**src/rtl/fps_pkg.sv**
```systemverilog
package fps_pkg;

  // Sequencer states
  typedef enum logic [2:0] {
    FS_PDN   = 3'd0,   // deep power-down / held in reset
    FS_WAKE  = 3'd1,   // counting wake-up delays
    FS_RUN   = 3'd2,   // normal operation
    FS_QUAL  = 3'd3,   // reset low, not yet qualified
    FS_ABORT = 3'd4    // aborting a program/erase
  } fps_state_e;

  // Shared cycle counter operations
  typedef enum logic [1:0] {
    CNT_HOLD = 2'd0,
    CNT_CLR  = 2'd1,
    CNT_ONE  = 2'd2,
    CNT_INC  = 2'd3
  } cnt_op_e;

  function automatic int fps_max(input int a, input int b);
    return (a > b) ? a : b;
  endfunction

endpackage

```
**src/rtl/fps_counter.sv**
```systemverilog
module fps_counter
  import fps_pkg::*;
#(
  parameter int CW = 5
) (
  input  logic          clk,
  input  logic          rst_n,
  input  cnt_op_e       op,
  output logic [CW-1:0] cnt
);

  logic [CW-1:0] cnt_nxt;
  logic          cnt_en;

  always_comb begin
    cnt_en  = (op != CNT_HOLD);
    cnt_nxt = cnt;
    unique case (op)
      CNT_CLR:  cnt_nxt = '0;
      CNT_ONE:  cnt_nxt = CW'(1);
      CNT_INC:  cnt_nxt = cnt + CW'(1);
      default:  cnt_nxt = cnt;
    endcase
  end

  always_ff @(posedge clk or negedge rst_n) begin
    if (!rst_n) begin
      cnt <= '0;
    end else if (cnt_en) begin
      cnt <= cnt_nxt;
    end
  end

endmodule

```
**src/rtl/fps_fsm.sv**
```systemverilog
module fps_fsm
  import fps_pkg::*;
#(
  parameter int T_PLPH = 8,
  parameter int T_PLRH = 12,
  parameter int T_PHQV = 5,
  parameter int T_PHWL = 10,
  parameter int CW     = 5
) (
  input  logic          clk,
  input  logic          rst_n,
  input  logic          pwr_rst_n,
  input  logic          eng_busy,
  input  logic [CW-1:0] cnt,
  output fps_state_e    state,
  output cnt_op_e       cnt_op
);

  localparam int            WAKE_SPAN  = fps_max(T_PHQV, T_PHWL);
  localparam logic [CW-1:0] QUAL_LAST  = CW'(T_PLPH - 1);
  localparam logic [CW-1:0] ABORT_LAST = CW'(T_PLRH - 1);
  localparam logic [CW-1:0] WAKE_LAST  = CW'(WAKE_SPAN - 1);
  localparam bit            QUAL_SKIP  = (T_PLPH <= 1);

  fps_state_e state_nxt;
  logic       state_en;

  always_comb begin
    state_nxt = state;
    cnt_op    = CNT_HOLD;
    unique case (state)
      FS_PDN: begin
        if (pwr_rst_n) begin
          state_nxt = FS_WAKE;
          cnt_op    = CNT_CLR;
        end
      end
      FS_WAKE: begin
        if (!pwr_rst_n) begin
          state_nxt = FS_PDN;
        end else if (cnt == WAKE_LAST) begin
          state_nxt = FS_RUN;
          cnt_op    = CNT_CLR;
        end else begin
          cnt_op    = CNT_INC;
        end
      end
      FS_RUN: begin
        if (!pwr_rst_n) begin
          if (eng_busy) begin
            state_nxt = FS_ABORT;
            cnt_op    = CNT_CLR;
          end else if (QUAL_SKIP) begin
            state_nxt = FS_PDN;
          end else begin
            state_nxt = FS_QUAL;
            cnt_op    = CNT_ONE;
          end
        end
      end
      FS_QUAL: begin
        if (pwr_rst_n) begin
          state_nxt = FS_RUN;
        end else if (cnt == QUAL_LAST) begin
          state_nxt = FS_PDN;
        end else begin
          cnt_op    = CNT_INC;
        end
      end
      FS_ABORT: begin
        if (cnt == ABORT_LAST) begin
          if (pwr_rst_n) begin
            state_nxt = FS_WAKE;
            cnt_op    = CNT_CLR;
          end else begin
            state_nxt = FS_PDN;
          end
        end else begin
          cnt_op = CNT_INC;
        end
      end
      default: begin
        state_nxt = FS_PDN;
      end
    endcase
  end

  assign state_en = (state_nxt != state);

  always_ff @(posedge clk or negedge rst_n) begin
    if (!rst_n) begin
      state <= FS_PDN;
    end else if (state_en) begin
      state <= state_nxt;
    end
  end

endmodule

```
**src/rtl/fps_out.sv**
```systemverilog
module fps_out
  import fps_pkg::*;
#(
  parameter int T_PLRH = 12,
  parameter int T_PHQV = 5,
  parameter int T_PHWL = 10,
  parameter int CW     = 5
) (
  input  fps_state_e    state,
  input  logic [CW-1:0] cnt,
  input  logic          chip_sel_n,
  input  logic          out_en_n,
  input  logic          eng_busy,
  output logic          out_drv_en,
  output logic          standby,
  output logic          deep_pd,
  output logic          eng_abort,
  output logic          abort_done,
  output logic          cui_reset,
  output logic          sr_preset,
  output logic          rd_ready,
  output logic          wr_ready
);

  localparam logic [CW-1:0] RD_AT      = CW'(T_PHQV);
  localparam logic [CW-1:0] WR_AT      = CW'(T_PHWL);
  localparam logic [CW-1:0] ABORT_LAST = CW'(T_PLRH - 1);

  logic awake;      // device powered, neither aborting nor down
  logic wake_first;

  always_comb begin
    rd_ready = 1'b0;
    wr_ready = 1'b0;
    unique case (state)
      FS_RUN, FS_QUAL: begin
        rd_ready = 1'b1;
        wr_ready = 1'b1;
      end
      FS_WAKE: begin
        rd_ready = (cnt >= RD_AT);
        wr_ready = (cnt >= WR_AT);
      end
      default: begin
        rd_ready = 1'b0;
        wr_ready = 1'b0;
      end
    endcase
  end

  always_comb begin
    awake      = (state == FS_RUN) || (state == FS_QUAL) || (state == FS_WAKE);
    wake_first = (state == FS_WAKE) && (cnt == '0);
    out_drv_en = !chip_sel_n && !out_en_n && rd_ready;
    standby    = chip_sel_n && !eng_busy && awake;
    deep_pd    = (state == FS_PDN);
    eng_abort  = (state == FS_ABORT);
    abort_done = eng_abort && (cnt == ABORT_LAST);
    cui_reset  = wake_first;
    sr_preset  = wake_first;
  end

endmodule

```
**src/rtl/flash_pwr_seq.sv**
```systemverilog
module flash_pwr_seq
  import fps_pkg::*;
#(
  parameter int T_PLPH = 8,
  parameter int T_PLRH = 12,
  parameter int T_PHQV = 5,
  parameter int T_PHWL = 10
) (
  input  logic clk,
  input  logic rst_n,
  input  logic chip_sel_n,
  input  logic out_en_n,
  input  logic pwr_rst_n,
  input  logic eng_busy,
  output logic out_drv_en,
  output logic standby,
  output logic deep_pd,
  output logic eng_abort,
  output logic abort_done,
  output logic cui_reset,
  output logic sr_preset,
  output logic rd_ready,
  output logic wr_ready
);

  localparam int T_MAX = fps_max(fps_max(T_PLPH, T_PLRH), fps_max(T_PHQV, T_PHWL));
  localparam int CW    = $clog2(T_MAX + 1) + 1;

  fps_state_e    state;
  cnt_op_e       cnt_op;
  logic [CW-1:0] cnt;

  fps_counter #(.CW(CW)) u_cnt (
    .clk   (clk),
    .rst_n (rst_n),
    .op    (cnt_op),
    .cnt   (cnt)
  );

  fps_fsm #(
    .T_PLPH (T_PLPH),
    .T_PLRH (T_PLRH),
    .T_PHQV (T_PHQV),
    .T_PHWL (T_PHWL),
    .CW     (CW)
  ) u_fsm (
    .clk       (clk),
    .rst_n     (rst_n),
    .pwr_rst_n (pwr_rst_n),
    .eng_busy  (eng_busy),
    .cnt       (cnt),
    .state     (state),
    .cnt_op    (cnt_op)
  );

  fps_out #(
    .T_PLRH (T_PLRH),
    .T_PHQV (T_PHQV),
    .T_PHWL (T_PHWL),
    .CW     (CW)
  ) u_out (
    .state      (state),
    .cnt        (cnt),
    .chip_sel_n (chip_sel_n),
    .out_en_n   (out_en_n),
    .eng_busy   (eng_busy),
    .out_drv_en (out_drv_en),
    .standby    (standby),
    .deep_pd    (deep_pd),
    .eng_abort  (eng_abort),
    .abort_done (abort_done),
    .cui_reset  (cui_reset),
    .sr_preset  (sr_preset),
    .rd_ready   (rd_ready),
    .wr_ready   (wr_ready)
  );

endmodule

```
**config.mk**
```make
export PLATFORM = sky130hd
export DESIGN_NAME = flash_pwr_seq
export DESIGN_NICKNAME = d
export VERILOG_FILES = /design/src/rtl/fps_pkg.sv /design/src/rtl/fps_counter.sv /design/src/rtl/fps_fsm.sv /design/src/rtl/fps_out.sv /design/src/rtl/flash_pwr_seq.sv
export SDC_FILE = /design/constraint.sdc
export NUM_CORES = 1
export LEC_CHECK = 0
export ABC_AREA = 1
export BUFFER_PORTS_ARGS = -buffer_cell sky130_fd_sc_hd__buf_2
export CAP_MARGIN = 20
export CELL_PAD_IN_SITES_DETAIL_PLACEMENT = 1
export CELL_PAD_IN_SITES_GLOBAL_PLACEMENT = 1
export CORE_MARGIN = 2
export CORE_UTILIZATION = 40
export CTS_BUF_LIST = sky130_fd_sc_hd__clkbuf_4
export CTS_CLUSTER_DIAMETER = 30
export DETAILED_ROUTE_END_ITERATION = 16
export GPL_TIMING_DRIVEN = 1
export PLACE_DENSITY = 0.88
export SLEW_MARGIN = 5
export SYNTH_ARGS = -nofsm -noshare
export SYNTH_HDL_FRONTEND = slang
export SYNTH_HIERARCHICAL = 1
export SYNTH_SLANG_ARGS = --single-unit
```
**constraint.sdc**
```tcl
create_clock -name clk -period 2.1 [get_ports clk]
set_clock_uncertainty 0.05 [all_clocks]
set_input_delay 0.42 -clock clk [delete_from_list [all_inputs] [get_ports clk]]
set_output_delay 0.42 -clock clk [all_outputs]
set_load 0.005 [all_outputs]
```
# After elaboration in Yosys (flattened, before gate mapping)
# Index checks and enable logic that the tools add are counted.
# W data, S select, Z words.
# totals
ff_bits	8
inputBits	6
output_inout_bits	9
# op_classes
add_sub_neg	1
n_lt_le_gt_ge	2
n_eq_ne	11
muxes	22
n_reduce_logical	17
# ops
cell	count
$mux W3	8
$pmux W3 S5	1
$pmux W5 S3	1
$mux W2	7
$eq A5 B4 Y1 const B	2
$pmux W2 S5	1
$eq A3 B2 Y1 const B	2
$logic_and A1 B1 Y1	6
$add A5 B1 Y5 const B	1
$eq A5 B3 Y1 const B	1
$ge A5 B3 Y1 const B	1
$ge A5 B4 Y1 const B	1
$logic_not A5 Y1	1
$eq A2 B2 Y1 const B	2
$pmux W1 S2	2
$eq A3 B1 Y1 const B	1
$eq A3 B3 Y1 const B	1
$logic_not A1 Y1	3
$logic_not A3 Y1	1
$ne A3 B3 Y1	1
$reduce_bool A3 Y1	1
$eq A2 B1 Y1 const B	1
$logic_or A1 B1 Y1	2
$mux W1	2
3 further kinds	3

# Logic depth before layout (Yosys ltp)
# logic_depth
word_depth	7
depth_mapped	10
ltp_nobuf	10

# By module
# Netlist, hierarchy kept.
# modules_own_cells
module	n_inst	cells_each	area_per_inst_um2	seq_area_each_um2
fps_fsm	1	51	285.3	75.1
fps_counter	1	31	249.0	125.1
fps_out	1	32	168.9	0.0

# Worst setup path after synthesis
# OpenSTA, ideal clock, no wires.
# synth_timing
path_type	flip-flop to output port
startpoint	reg u_cnt.cnt[3]
endpoint	out sr_preset
arrival_ns	1.000
required_time_ns	1.630
slack_ns	0.630
stages_incl_launch_ff	5
cell_sequence	dfrtp_1 -> nor2_2 -> nand2_1 -> nor3_2 -> buf_4
# synth_between
elab_chain_len	2
# synth_rtl
element	line_no	source
from (decl)	fps_counter.sv:9	output logic [CW-1:0] cnt
from (signal assigned)	fps_counter.sv:30	cnt <= cnt_nxt;
$logic_not A5 Y1	fps_out.sv:53	wake_first = (state == FS_WAKE) && (cnt == '0);
$logic_and A1 B1 Y1	fps_out.sv:53	
to (decl)	flash_pwr_seq.sv:21	output logic sr_preset,
# Every way passes these cells.

# Final worst setup path
# layout_timing
startpoint	reg u_cnt.cnt[2]
endpoint	out out_drv_en
# layout_between
elab_chain_len	3
# layout_rtl
element	line_no	source
$ge A5 B3 Y1	fps_out.sv:41	rd_ready = (cnt >= RD_AT);
$pmux W1 S2	fps_out.sv:35	unique case (state)
$logic_and A1 B1 Y1	fps_out.sv:54	out_drv_en = !chip_sel_n && !out_en_n && rd_ready;
to (decl)	flash_pwr_seq.sv:15	output logic out_drv_en,
# Every way passes these cells.

==> qor.yml <==
timing:
  fin_tns_setup_ps: 0
  worstMarginPinSlew_ps: 376
  slew_violations: 0
  slew_headroom_pct: 74.8
  rsz0062_at_grt: "false"
  post-route-period-util_pct: 88.3
  setup-violations-final: 0
  max_freq_mhz: 539
  finalHoldViolations: 0
  finalCriticalPeriod_ps: 1850
synth:
  netlist_area_um2: 703
  ys_seq_area_share_pct: 28.5
  yosysWarnings: 6
  synth_seq_cells: 8
  synth_cell_types: 22
  netlist_instances: 114
  synth.area.top_cells: "dfrtp_1 28%, nand2_1 17%, inv_1 9.6%, nand3_1 9.3%, nor2_1 7.5%"
  yosysTopAreaCell: "dfrtp_1"
  avgSynthCellArea_um2: 6.17
  syn-num-nets: 121
  yosysTopAreaCellShare_pct: 28.5
worst_setup_path:
  reg2reg_setup_slack_ps: 250
  cpPeakStageDelay_ps: 550
  r2r_start: "u_cnt/cnt[3]"
  crit_fanout: 9
  path_class: "register to primary output"
  cpMaxStageDelayCell: "dfrtp_1"
  crit_path_end_kind: "primary output"
  arrival_ps: 1380
  reg2reg_depth: 8
  required_ps: 1630
  path_cells: "inv_1, nand2_1, nand3_2, a21oi_2, buf_2"
  worstSetupStartpointType: "register"
  r2r_end: "u_cnt/cnt[2]"
floorplan:
  coreArea_um2: 1690
  die_w_um: 45.9
  core.rowCount: 15
  die_h_um: 45.9
  start_util_pct: 41.6
  dieArea_um2: 2110
  io_pins: 15
flow_run:
  max_cap_viol_count: 0
worst_hold_path:
  min_to: "u_fsm/state[1]"
  hp-class: "input pin to register"
  whs_path_depth: 3
  hold_start: "pwr_rst_n"
route:
  drc_errors: 0
  drt_iter0_markers: 12
  finalWirelength_mm: 2.21
  vias: 824
  via_per_inst: 5.57
  final_antenna_net_count: 0
  firstDrtPassIters: 4
  avgRoutedWirePerCell_um: 14.9
power_and_ir_drop:
  intPower_uw: 299
  p_seq_share_pct: 43.6
  total_power_uw: 498
  switchingPower_uw: 199
  power_leakage_nw: 0.457
  pwr-share-clk_pct: 24.5
  ir_drop_mv: 0.335
  combPwrFrac_pct: 31.9
  powerDensity_nw_per_um2: 608
  switching_share_pct: 39.9
finish:
  antenna_cells: 0
  final_common_cell: "nand2_1"
  layout.cells.non_filler: 148
  layout-drive-gt1-share_pct: 21.4
  post-route-util_pct: 48.5
  syn_to_final_growth_pct: 16.5
  final_net_count: 140
  final_cell_mix: "32 x nand2_1, 18 x inv_1, 14 x buf_2, 14 x nor2_1, 13 x nand3_1"
  fin_area_um2: 820
place:
  dp_cells: 144
  placement.io_buffers: 14
  placed_area_um2: 787
  place.gp.congestion: 0.867
  dpl.hpwl_mm: 1.58
clock_tree:
  clock_sinks: 8
  clkTransAtPathRegs_ps: 60
  postCtsSetupBuffers: 0
  clk_latency_ps: 260
  cts_max_level: 1
  cts-root-buf: "clkbuf_4"
  cts_made_buffers: 3
  clockBufferDepth: 2
  cts_hold_buf: 1
  cts_resized: 0
  cts_tree: "built"
global_route:
  grt_usage_pct: 22.9
  grt_overflow: 0
  grt_pass1_vias: 795
  grt_pass1_wl_mm: 3.39
  antenna_found_initial: 0
  grt_max_degree: 11
run_status:
  status: "completed"
area by class of cell:
type / instances / area, um2
tap: 17 / 21.3
timing repair buffer: 15 / 80.1
inverter: 20 / 75.1
sequential: 8 / 200
fill: 238 / 870
multi-input combinational: 85 / 420
clock buffer: 3 / 22.5
critical path: cells and delay by family (launching register included):
family                 cells  cell delay (ps)
AND/OR/NAND/NOR            2              200
AO/OA/AOI/OAI              1              120
flip-flops                 1              550
buffers and inverters      2              260
kinds of logic (layout without fill, tap and decap cells):
| kind of cell | Yosys count | count (layout) | share of synthesized area [%] |
|---|---|---|---|
| buffers and inverters | 21 | 38 | 11.7 |
| AO/OA/AOI/OAI | 7 | 7 | 5.87 |
| adder cells (fa/ha/maj) | 1 | 1 | 1.78 |
| flip-flops | 8 | 8 | 28.5 |
| AND/OR/NAND/NOR | 76 | 76 | 50.9 |
| XOR/XNOR | 1 | 1 | 1.25 |
registers in the layout, indices dropped and copies added (netlist names):
| name | cells |
|---|---|
| u_cnt/cnt | 5 |
| u_fsm/state | 3 |
worst max-delay path by stage:
stage	start	end	cells past startpoint
floorplan	u_cnt/cnt[3]	sr_preset	4
global placement	u_fsm/state[2]	u_cnt/cnt[3]	8
detailed placement	u_cnt/cnt[3]	u_cnt/cnt[2]	8
CTS	u_cnt/cnt[2]	out_drv_en	5
global route	u_cnt/cnt[2]	out_drv_en	5
finish	u_cnt/cnt[2]	out_drv_en	5
power groups by stage:
stage / Sequential (mW) / Clock (mW) / Combinational, mW
CTS: 0.217 / 0.127 / 0.160
global route: 0.222 / 0.135 / 0.179
global placement: 0.219 / 0 / 0.148
floorplan: 0.205 / 0 / 0.119
detailed placement: 0.219 / 0 / 0.157
finish: 0.217 / 0.122 / 0.159
routing by layer:
| layer | track usage (%) | vias to the layer above | routed length (um) |
|---|---|---|---|
| li1 | - | 400 | - |
| met1 | 23.6 | 392 | 922 |
| met2 | 42.8 | 26 | 1130 |
| met3 | 4.37 | 6 | 105 |
| met4 | 11.4 | 0 | 46 |
| met5 | 0 | - | 0 |
per-stage QoR:
step           hold slack, ps  setup slack, ps
3_3_place_gp              226              515
5_1_grt                   427              138
3_5_place_dp              228              430
6_report                  410              246
4_1_cts                   401              256
2_1_floorplan            74.4              630
synthesized netlist by cell type, drive strengths merged:
| library cell | instances |
|---|---|
| nand2 | 33 |
| inv | 20 |
| nor2 | 17 |
| nand3 | 14 |
| dfrtp | 8 |
| nand4 | 7 |
| nor3 | 4 |
| a21oi | 3 |
| o21ai | 3 |
| buf | 1 |
| ha | 1 |
| o21bai | 1 |
| or2 | 1 |
| xnor2 | 1 |
Note: power is estimated with default switching activity, not from simulation.
